File: config.mk
export PLATFORM = sky130hd
export DESIGN_NAME = dma_line_tracker
export DESIGN_NICKNAME = d
export VERILOG_FILES = /design/src/rtl/dlt_pkg.sv /design/src/rtl/dlt_entry.sv /design/src/rtl/dlt_match.sv /design/src/rtl/dlt_pick.sv /design/src/rtl/dma_line_tracker.sv
export SDC_FILE = /design/constraint.sdc
export NUM_CORES = 1
export LEC_CHECK = 0
export BUFFER_PORTS_ARGS = -buffer_cell sky130_fd_sc_hd__buf_2
export CORE_UTILIZATION = 37
export DETAILED_ROUTE_END_ITERATION = 10
export SETUP_SLACK_MARGIN = 0.15
export SYNTH_ARGS = -nofsm -noshare
export SYNTH_HDL_FRONTEND = slang
export SYNTH_HIERARCHICAL = 1
export SYNTH_SLANG_ARGS = --single-unit
File: constraint.sdc
create_clock -name clk -period 4 [get_ports clk]
set_clock_uncertainty 0.2 [all_clocks]
set_input_delay 0.6 -clock clk [delete_from_list [all_inputs] [get_ports clk]]
set_output_delay 0.6 -clock clk [all_outputs]
set_load 0.005 [all_outputs]
File: src/rtl/dlt_pkg.sv
package dlt_pkg;
  typedef enum logic [1:0] {
    LS_IDLE  = 2'd0,
    LS_LOAD  = 2'd1,
    LS_STORE = 2'd2
  } line_state_e;

  localparam logic [1:0] RSP_DATA = 2'b01;
  localparam logic [1:0] RSP_ACK  = 2'b10;

  // State a freshly allocated slot takes for a given access direction.
  function automatic line_state_e start_state(input logic is_write);
    return is_write ? LS_STORE : LS_LOAD;
  endfunction

  // A response completes a slot only when its kind suits the slot's state.
  function automatic logic rsp_fits(input logic [1:0] kind, input line_state_e st);
    return ((kind == RSP_DATA) && (st == LS_LOAD)) ||
           ((kind == RSP_ACK)  && (st == LS_STORE));
  endfunction
endpackage

File: src/rtl/dlt_entry.sv
module dlt_entry
  import dlt_pkg::*;
#(
  parameter int LINE_W = 16
) (
  input  logic              clk,
  input  logic              rst_n,
  input  logic              alloc,
  input  logic [LINE_W-1:0] alloc_line,
  input  logic              alloc_write,
  input  logic              release_i,
  output line_state_e       state_o,
  output logic [LINE_W-1:0] line_o
);
  line_state_e       state_q;
  logic [LINE_W-1:0] line_q;

  always_ff @(posedge clk) begin
    if (!rst_n) begin
      state_q <= LS_IDLE;
      line_q  <= '0;
    end else if (alloc) begin
      state_q <= start_state(alloc_write);
      line_q  <= alloc_line;
    end else if (release_i) begin
      state_q <= LS_IDLE;
    end
  end

  assign state_o = state_q;
  assign line_o  = line_q;


  alloc_on_idle_chk: assert property (@(posedge clk) disable iff (!rst_n)
    alloc |-> (state_q == LS_IDLE));

  release_busy_chk: assert property (@(posedge clk) disable iff (!rst_n)
    release_i |-> (state_q != LS_IDLE));

  release_idle_chk: assert property (@(posedge clk) disable iff (!rst_n)
    release_i |=> (state_q == LS_IDLE));
endmodule

File: src/rtl/dlt_match.sv
module dlt_match #(
  parameter int DEPTH  = 4,
  parameter int LINE_W = 16
) (
  input  logic [DEPTH-1:0][LINE_W-1:0] lines,
  input  logic [DEPTH-1:0]             busy,
  input  logic [LINE_W-1:0]            key,
  output logic [DEPTH-1:0]             hits
);
  for (genvar i = 0; i < DEPTH; i++) begin : g_cmp
    assign hits[i] = busy[i] && (lines[i] == key);
  end
endmodule

File: src/rtl/dlt_pick.sv
module dlt_pick #(
  parameter int DEPTH = 4
) (
  input  logic [DEPTH-1:0] free_vec,
  output logic [DEPTH-1:0] gnt,
  output logic             any
);
  always_comb begin
    gnt = '0;
    for (int i = DEPTH - 1; i >= 0; i--) begin
      if (free_vec[i]) gnt = DEPTH'(1) << i;
    end
  end
  assign any = |free_vec;
endmodule

File: src/rtl/dma_line_tracker.sv
module dma_line_tracker
  import dlt_pkg::*;
#(
  parameter int DEPTH  = 4,
  parameter int LINE_W = 16,
  parameter int DATA_W = 32
) (
  input  logic              clk,
  input  logic              rst_n,
  input  logic              req_valid,
  output logic              req_ready,
  input  logic              req_write,
  input  logic [LINE_W-1:0] req_line,
  input  logic [DATA_W-1:0] req_wdata,
  output logic              dn_valid,
  input  logic              dn_ready,
  output logic              dn_write,
  output logic [LINE_W-1:0] dn_line,
  output logic [DATA_W-1:0] dn_wdata,
  input  logic              rsp_valid,
  output logic              rsp_ready,
  input  logic [1:0]        rsp_kind,
  input  logic [LINE_W-1:0] rsp_line,
  input  logic [DATA_W-1:0] rsp_data,
  output logic              cmp_valid,
  output logic              cmp_write,
  output logic [LINE_W-1:0] cmp_line,
  output logic [DATA_W-1:0] cmp_data,
  output logic              rsp_err
);
  localparam int IDX_W = (DEPTH > 1) ? $clog2(DEPTH) : 1;

  line_state_e                 ent_state [DEPTH];
  logic [DEPTH-1:0][LINE_W-1:0] ent_line;
  logic [DEPTH-1:0]            busy_vec;
  logic [DEPTH-1:0]            alloc_vec;
  logic [DEPTH-1:0]            release_vec;
  logic [DEPTH-1:0]            req_hitv;
  logic [DEPTH-1:0]            rsp_hitv;
  logic [DEPTH-1:0]            free_gnt;
  logic                        free_any;
  logic                        req_hit;
  logic                        req_fire;
  logic                        rsp_hit;
  logic                        rsp_ok;
  logic [IDX_W-1:0]            rsp_idx;
  logic                        dup_any;

  for (genvar i = 0; i < DEPTH; i++) begin : g_ent
    dlt_entry #(.LINE_W(LINE_W)) u_ent (
      .clk        (clk),
      .rst_n      (rst_n),
      .alloc      (alloc_vec[i]),
      .alloc_line (req_line),
      .alloc_write(req_write),
      .release_i  (release_vec[i]),
      .state_o    (ent_state[i]),
      .line_o     (ent_line[i])
    );
    assign busy_vec[i]    = (ent_state[i] != LS_IDLE);
    assign alloc_vec[i]   = req_fire && free_gnt[i];
    assign release_vec[i] = rsp_ok && rsp_hitv[i];
  end

  dlt_match #(.DEPTH(DEPTH), .LINE_W(LINE_W)) u_req_match (
    .lines(ent_line), .busy(busy_vec), .key(req_line), .hits(req_hitv)
  );
  dlt_match #(.DEPTH(DEPTH), .LINE_W(LINE_W)) u_rsp_match (
    .lines(ent_line), .busy(busy_vec), .key(rsp_line), .hits(rsp_hitv)
  );
  dlt_pick #(.DEPTH(DEPTH)) u_pick (
    .free_vec(~busy_vec), .gnt(free_gnt), .any(free_any)
  );

  // Request path: a pass-through gated by the table lookup.
  assign req_hit   = |req_hitv;
  assign dn_valid  = req_valid && !req_hit && free_any;
  assign req_ready = dn_valid && dn_ready;
  assign req_fire  = req_valid && req_ready;
  assign dn_write  = req_write;
  assign dn_line   = req_line;
  assign dn_wdata  = req_wdata;

  // Response path: locate the slot and qualify the kind against its state.
  always_comb begin
    rsp_idx = '0;
    for (int i = 0; i < DEPTH; i++) begin
      if (rsp_hitv[i]) rsp_idx = IDX_W'(i);
    end
  end
  assign rsp_hit   = |rsp_hitv;
  assign rsp_ok    = rsp_valid && rsp_hit && rsp_fits(rsp_kind, ent_state[rsp_idx]);
  assign rsp_ready = 1'b1;

  always_ff @(posedge clk) begin
    if (!rst_n) begin
      cmp_valid <= 1'b0;
      cmp_write <= 1'b0;
      cmp_line  <= '0;
      cmp_data  <= '0;
      rsp_err   <= 1'b0;
    end else begin
      cmp_valid <= rsp_ok;
      cmp_write <= rsp_ok && (rsp_kind == RSP_ACK);
      cmp_line  <= rsp_ok ? rsp_line : '0;
      cmp_data  <= (rsp_ok && (rsp_kind == RSP_DATA)) ? rsp_data : '0;
      rsp_err   <= rsp_valid && !rsp_ok;
    end
  end

  // Cross-slot uniqueness, used only by the checks below.
  always_comb begin
    dup_any = 1'b0;
    for (int i = 0; i < DEPTH; i++) begin
      for (int j = i + 1; j < DEPTH; j++) begin
        if (busy_vec[i] && busy_vec[j] && (ent_line[i] == ent_line[j])) dup_any = 1'b1;
      end
    end
  end


  unique_line_chk: assert property (@(posedge clk) disable iff (!rst_n) !dup_any);

  full_block_chk: assert property (@(posedge clk) disable iff (!rst_n)
    ($countones(busy_vec) == DEPTH) |-> !req_ready);

  cmp_follows_rsp_chk: assert property (@(posedge clk) disable iff (!rst_n)
    rsp_ok |=> (cmp_valid && (cmp_line == $past(rsp_line))));

  err_excl_chk: assert property (@(posedge clk) disable iff (!rst_n)
    rsp_err |-> !cmp_valid);

  one_release_chk: assert property (@(posedge clk) disable iff (!rst_n)
    $onehot0(release_vec));
endmodule

==> run_results.csv <==
group,metric,value,unit
worst_setup_path,rr_startpoint,"g_ent[3].u_ent/line_o[11]",
clocking,clkTransAtPathRegs,0.06,ns
worst_setup_path,cp_cell_sequence,"or2_2 > inv_1 > or4_1 > or4b_2 > nor3b_1 > buf_4 > and2_1 > buf_2",
yosys,yosysSeqAreaShare,39.0,%
timing,finalMaxSlewViolations,0,
global_routing,track_usage,19.3,%
layout,postLayoutCoreUtil,44.9,%
routing,drt_pass1_iterations,4,
layout,layout_common_cells,"buf_2, dfxtp_1, xnor2_1",
worst_setup_path,critPathRequiredTime,3.20,ns
clocking,numCtsBuffers,17,
floorplan,die_y,133,µm
worst_setup_path,crit_arrival,2.67,ns
min_path,hold_end,"cmp_data[12]",
power,internal-power,2.35,mW
clocking,cts_resized,0,
clocking,clockRootBuffer,"clkbuf_16",
yosys,netlist_instances,625,
worst_setup_path,worstPathMaxFanout,6,
global_routing,grt_max_degree,58,
worst_setup_path,critPathTopFamily,"simple AND/OR/NAND/NOR gates",
layout,drive_gt1_share,27.7,%
yosys,yosysUniqueCellTypes,39,
routing,via_per_inst,4.78,
floorplan,die_area,17600,µm²
floorplan,start_util,37.9,%
power,net-switching-power,0.754,mW
clocking,postCtsHoldBufs,0,
routing,detail-route-antenna-nets,0,
worst_setup_path,end_kind,"primary output",
worst_setup_path,worstSetupPathType,"flip-flop to primary output",
clocking,clk_latency,0.42,ns
layout,fin_nets,821,
global_routing,antenna_found_initial,0,
run,drv_cap,0,
layout,fillCellCount,1631,
power,combPwrFrac,8.6,%
timing,setup_viol,0,
timing,setup-tns-final,0,ns
min_path,hold_path_class,"input port to flip-flop",
timing,tightestPinTransition,0.625,ns
timing,fmax,288,MHz
yosys,synth_edf_count,0,
global_routing,overflow,0,
worst_setup_path,startpoint_type,"flip-flop",
floorplan,ioPinCount,207,
clocking,cts_tree,"done",
place,dp_hpwl,12.5,mm
yosys,async_flop_share,0,%
min_path,whs_path_depth,2,
yosys,synthFlopType,"dfxtp_1",
place,dp_cells,918,
yosys,synth_nets,729,
floorplan,num_rows,47,
clocking,post-cts-setup-buffers,0,
power,p_per_area,416,nW/µm²
routing,route.vias.total,4550,
yosys,syn_avg_cell_area,10.1,µm²
clocking,htree_levels,4,
clocking,cts.sinks,123,
yosys,synth_top_area_share,39.0,%
yosys,yosysTopAreaCell,"dfxtp_1",
routing,drt_wl_total,16.9,mm
timing,period_needed,3.47,ns
routing,routedWlPerCell,17.7,µm
power,ir_drop,288,µV
power,power,3.11,mW
power,cellLeakagePower,2.84,nW
clocking,clock_path_buffers,2,
routing,drc,0,
timing,rsz0062_at_grt,"false",
layout,stdcell_count,951,
yosys,synth-seq-cells,123,
global_routing,grt_pass1_vias,4473,
worst_setup_path,reg2reg_depth,10,
floorplan,fp.dieW,133,µm
min_path,hold_start,"rsp_data[12]",
power,seq_power_share,40.4,%
timing,finalCritPeriodShare,86.8,%
floorplan,core,16600,µm²
worst_setup_path,timing.reg2reg.setup_slack,0.53,ns
layout,final_common_cell,"buf_2",
global_routing,grt_pass1_wl,25.6,mm
worst_setup_path,r2r_end,"g_ent[0].u_ent/state_o[1]",
outcome,status,"finished, final reports clean",
worst_setup_path,crit_slowest_cell,"or4b_2",
worst_setup_path,path_buf_inv,3,
place,gp_routability_congestion,0.920,
routing,dr.first_iter.drc_count,188,
timing,relSlewSlack,57.8,%
power,clockPowerShare,51.0,%
timing,hold_violations,0,
layout,syn_to_final_growth,18.4,%
yosys,syn-cell-area,6310,µm²
worst_setup_path,worst_path_largest_cell_delay,0.59,ns
worst_setup_path,worstSetupPathDepth,8,
yosys,synth_area_leaders,"dfxtp_1, xnor2_1, mux2i_1",
power,p_sw_share,24.3,%
yosys,synth_warnings,6,
place,io_buffer_count,141,
worst max path at each step:
stage	endpoint	startpoint	slack [ns]
finish	req_ready	g_ent[0].u_ent/state_o[0]	0.53
CTS	req_ready	req_line[12]	0.53
floorplan	g_ent[1].u_ent/state_o[1]	rsp_line[13]	0.72
detailed placement	g_ent[1].u_ent/state_o[1]	rsp_line[11]	0.15
global placement	g_ent[2].u_ent/state_o[1]	rsp_line[11]	0.24
global route	req_ready	req_line[12]	0.41
sequential cells by signal (all words and copies together), names as in the netlist:
name,cells
rsp_err,1
cmp_write,1
cmp_data,32
g_ent.u_ent/state_o,8
cmp_line,16
g_ent.u_ent/line_o,64
cmp_valid,1
stage by stage:
stage | hold WS, ns | instance area [µm²] | setup slack [ns]
6_report | 0.180 | 7470 | 0.529
5_1_grt | 0.163 | 7470 | 0.412
4_1_cts | 0.164 | 7470 | 0.529
3_5_place_dp | 0.354 | 6860 | 0.146
3_3_place_gp | 0.342 | 6860 | 0.237
2_1_floorplan | 0.330 | 6310 | 0.718
logic make-up (layout without fill, tap and decap cells):
group / Yosys count / after routing / synth area share (%)
mux: 66 / 66 / 10.5
flops: 123 / 123 / 39.0
compound gates: 33 / 33 / 4.14
simple gates: 187 / 187 / 19.5
xor+xnor: 128 / 128 / 17.8
buf+inv: 87 / 192 / 9.08
other cells: 1 / 2 / 0.0594
per-layer routing:
metal	GRT usage (%)	up-vias	wire length [µm]
li1	-	2230	-
met1	25.1	2142	8120
met2	30.6	137	7590
met3	4.52	41	738
met4	8.11	0	410
met5	0	-	0
synthesized netlist by cell type, types with 7 or more instances:
library cell,count
dfxtp_1,123
xnor2_1,96
nor2b_1,69
mux2i_1,66
buf_4,55
and2_1,33
xor2_1,32
nand4_1,26
clkbuf_1,15
a21boi_0,14
nand2_1,10
nor4_1,8
nor4_2,8
buf_2,7
worst register-to-register path: cells and delay by family, from the launching register on:
kind / cells / cell delay, ns
AND/OR/NAND/NOR: 6 / 1.87
flip-flops: 1 / 0.35
AO/OA/AOI/OAI: 3 / 0.80
XOR/XNOR: 1 / 0.15
power groups by stage:
stage	Combinational, mW	Sequential [mW]	Clock [mW]
2_1_floorplan	0.189	1.28	0
3_3_place_gp	0.262	1.28	0
3_5_place_dp	0.266	1.28	0
4_1_cts	0.268	1.25	1.62
5_1_grt	0.287	1.26	1.68
6_report	0.267	1.25	1.59
area by class of cell:
type                    count  area, µm²  share of cell area [%]
inverters                   5       18.8                   0.251
flip-flops and latches    123       2460                    33.0
diodes                      1       2.50                  0.0335
clock inverters            15        188                    2.51
clock buffers              17        425                    5.69
multi-input cells         415       3280                    43.9
repair buffers            155        823                    11.0
well taps                 220        275                    3.68
Note: power is estimated with default switching activity, not from simulation.
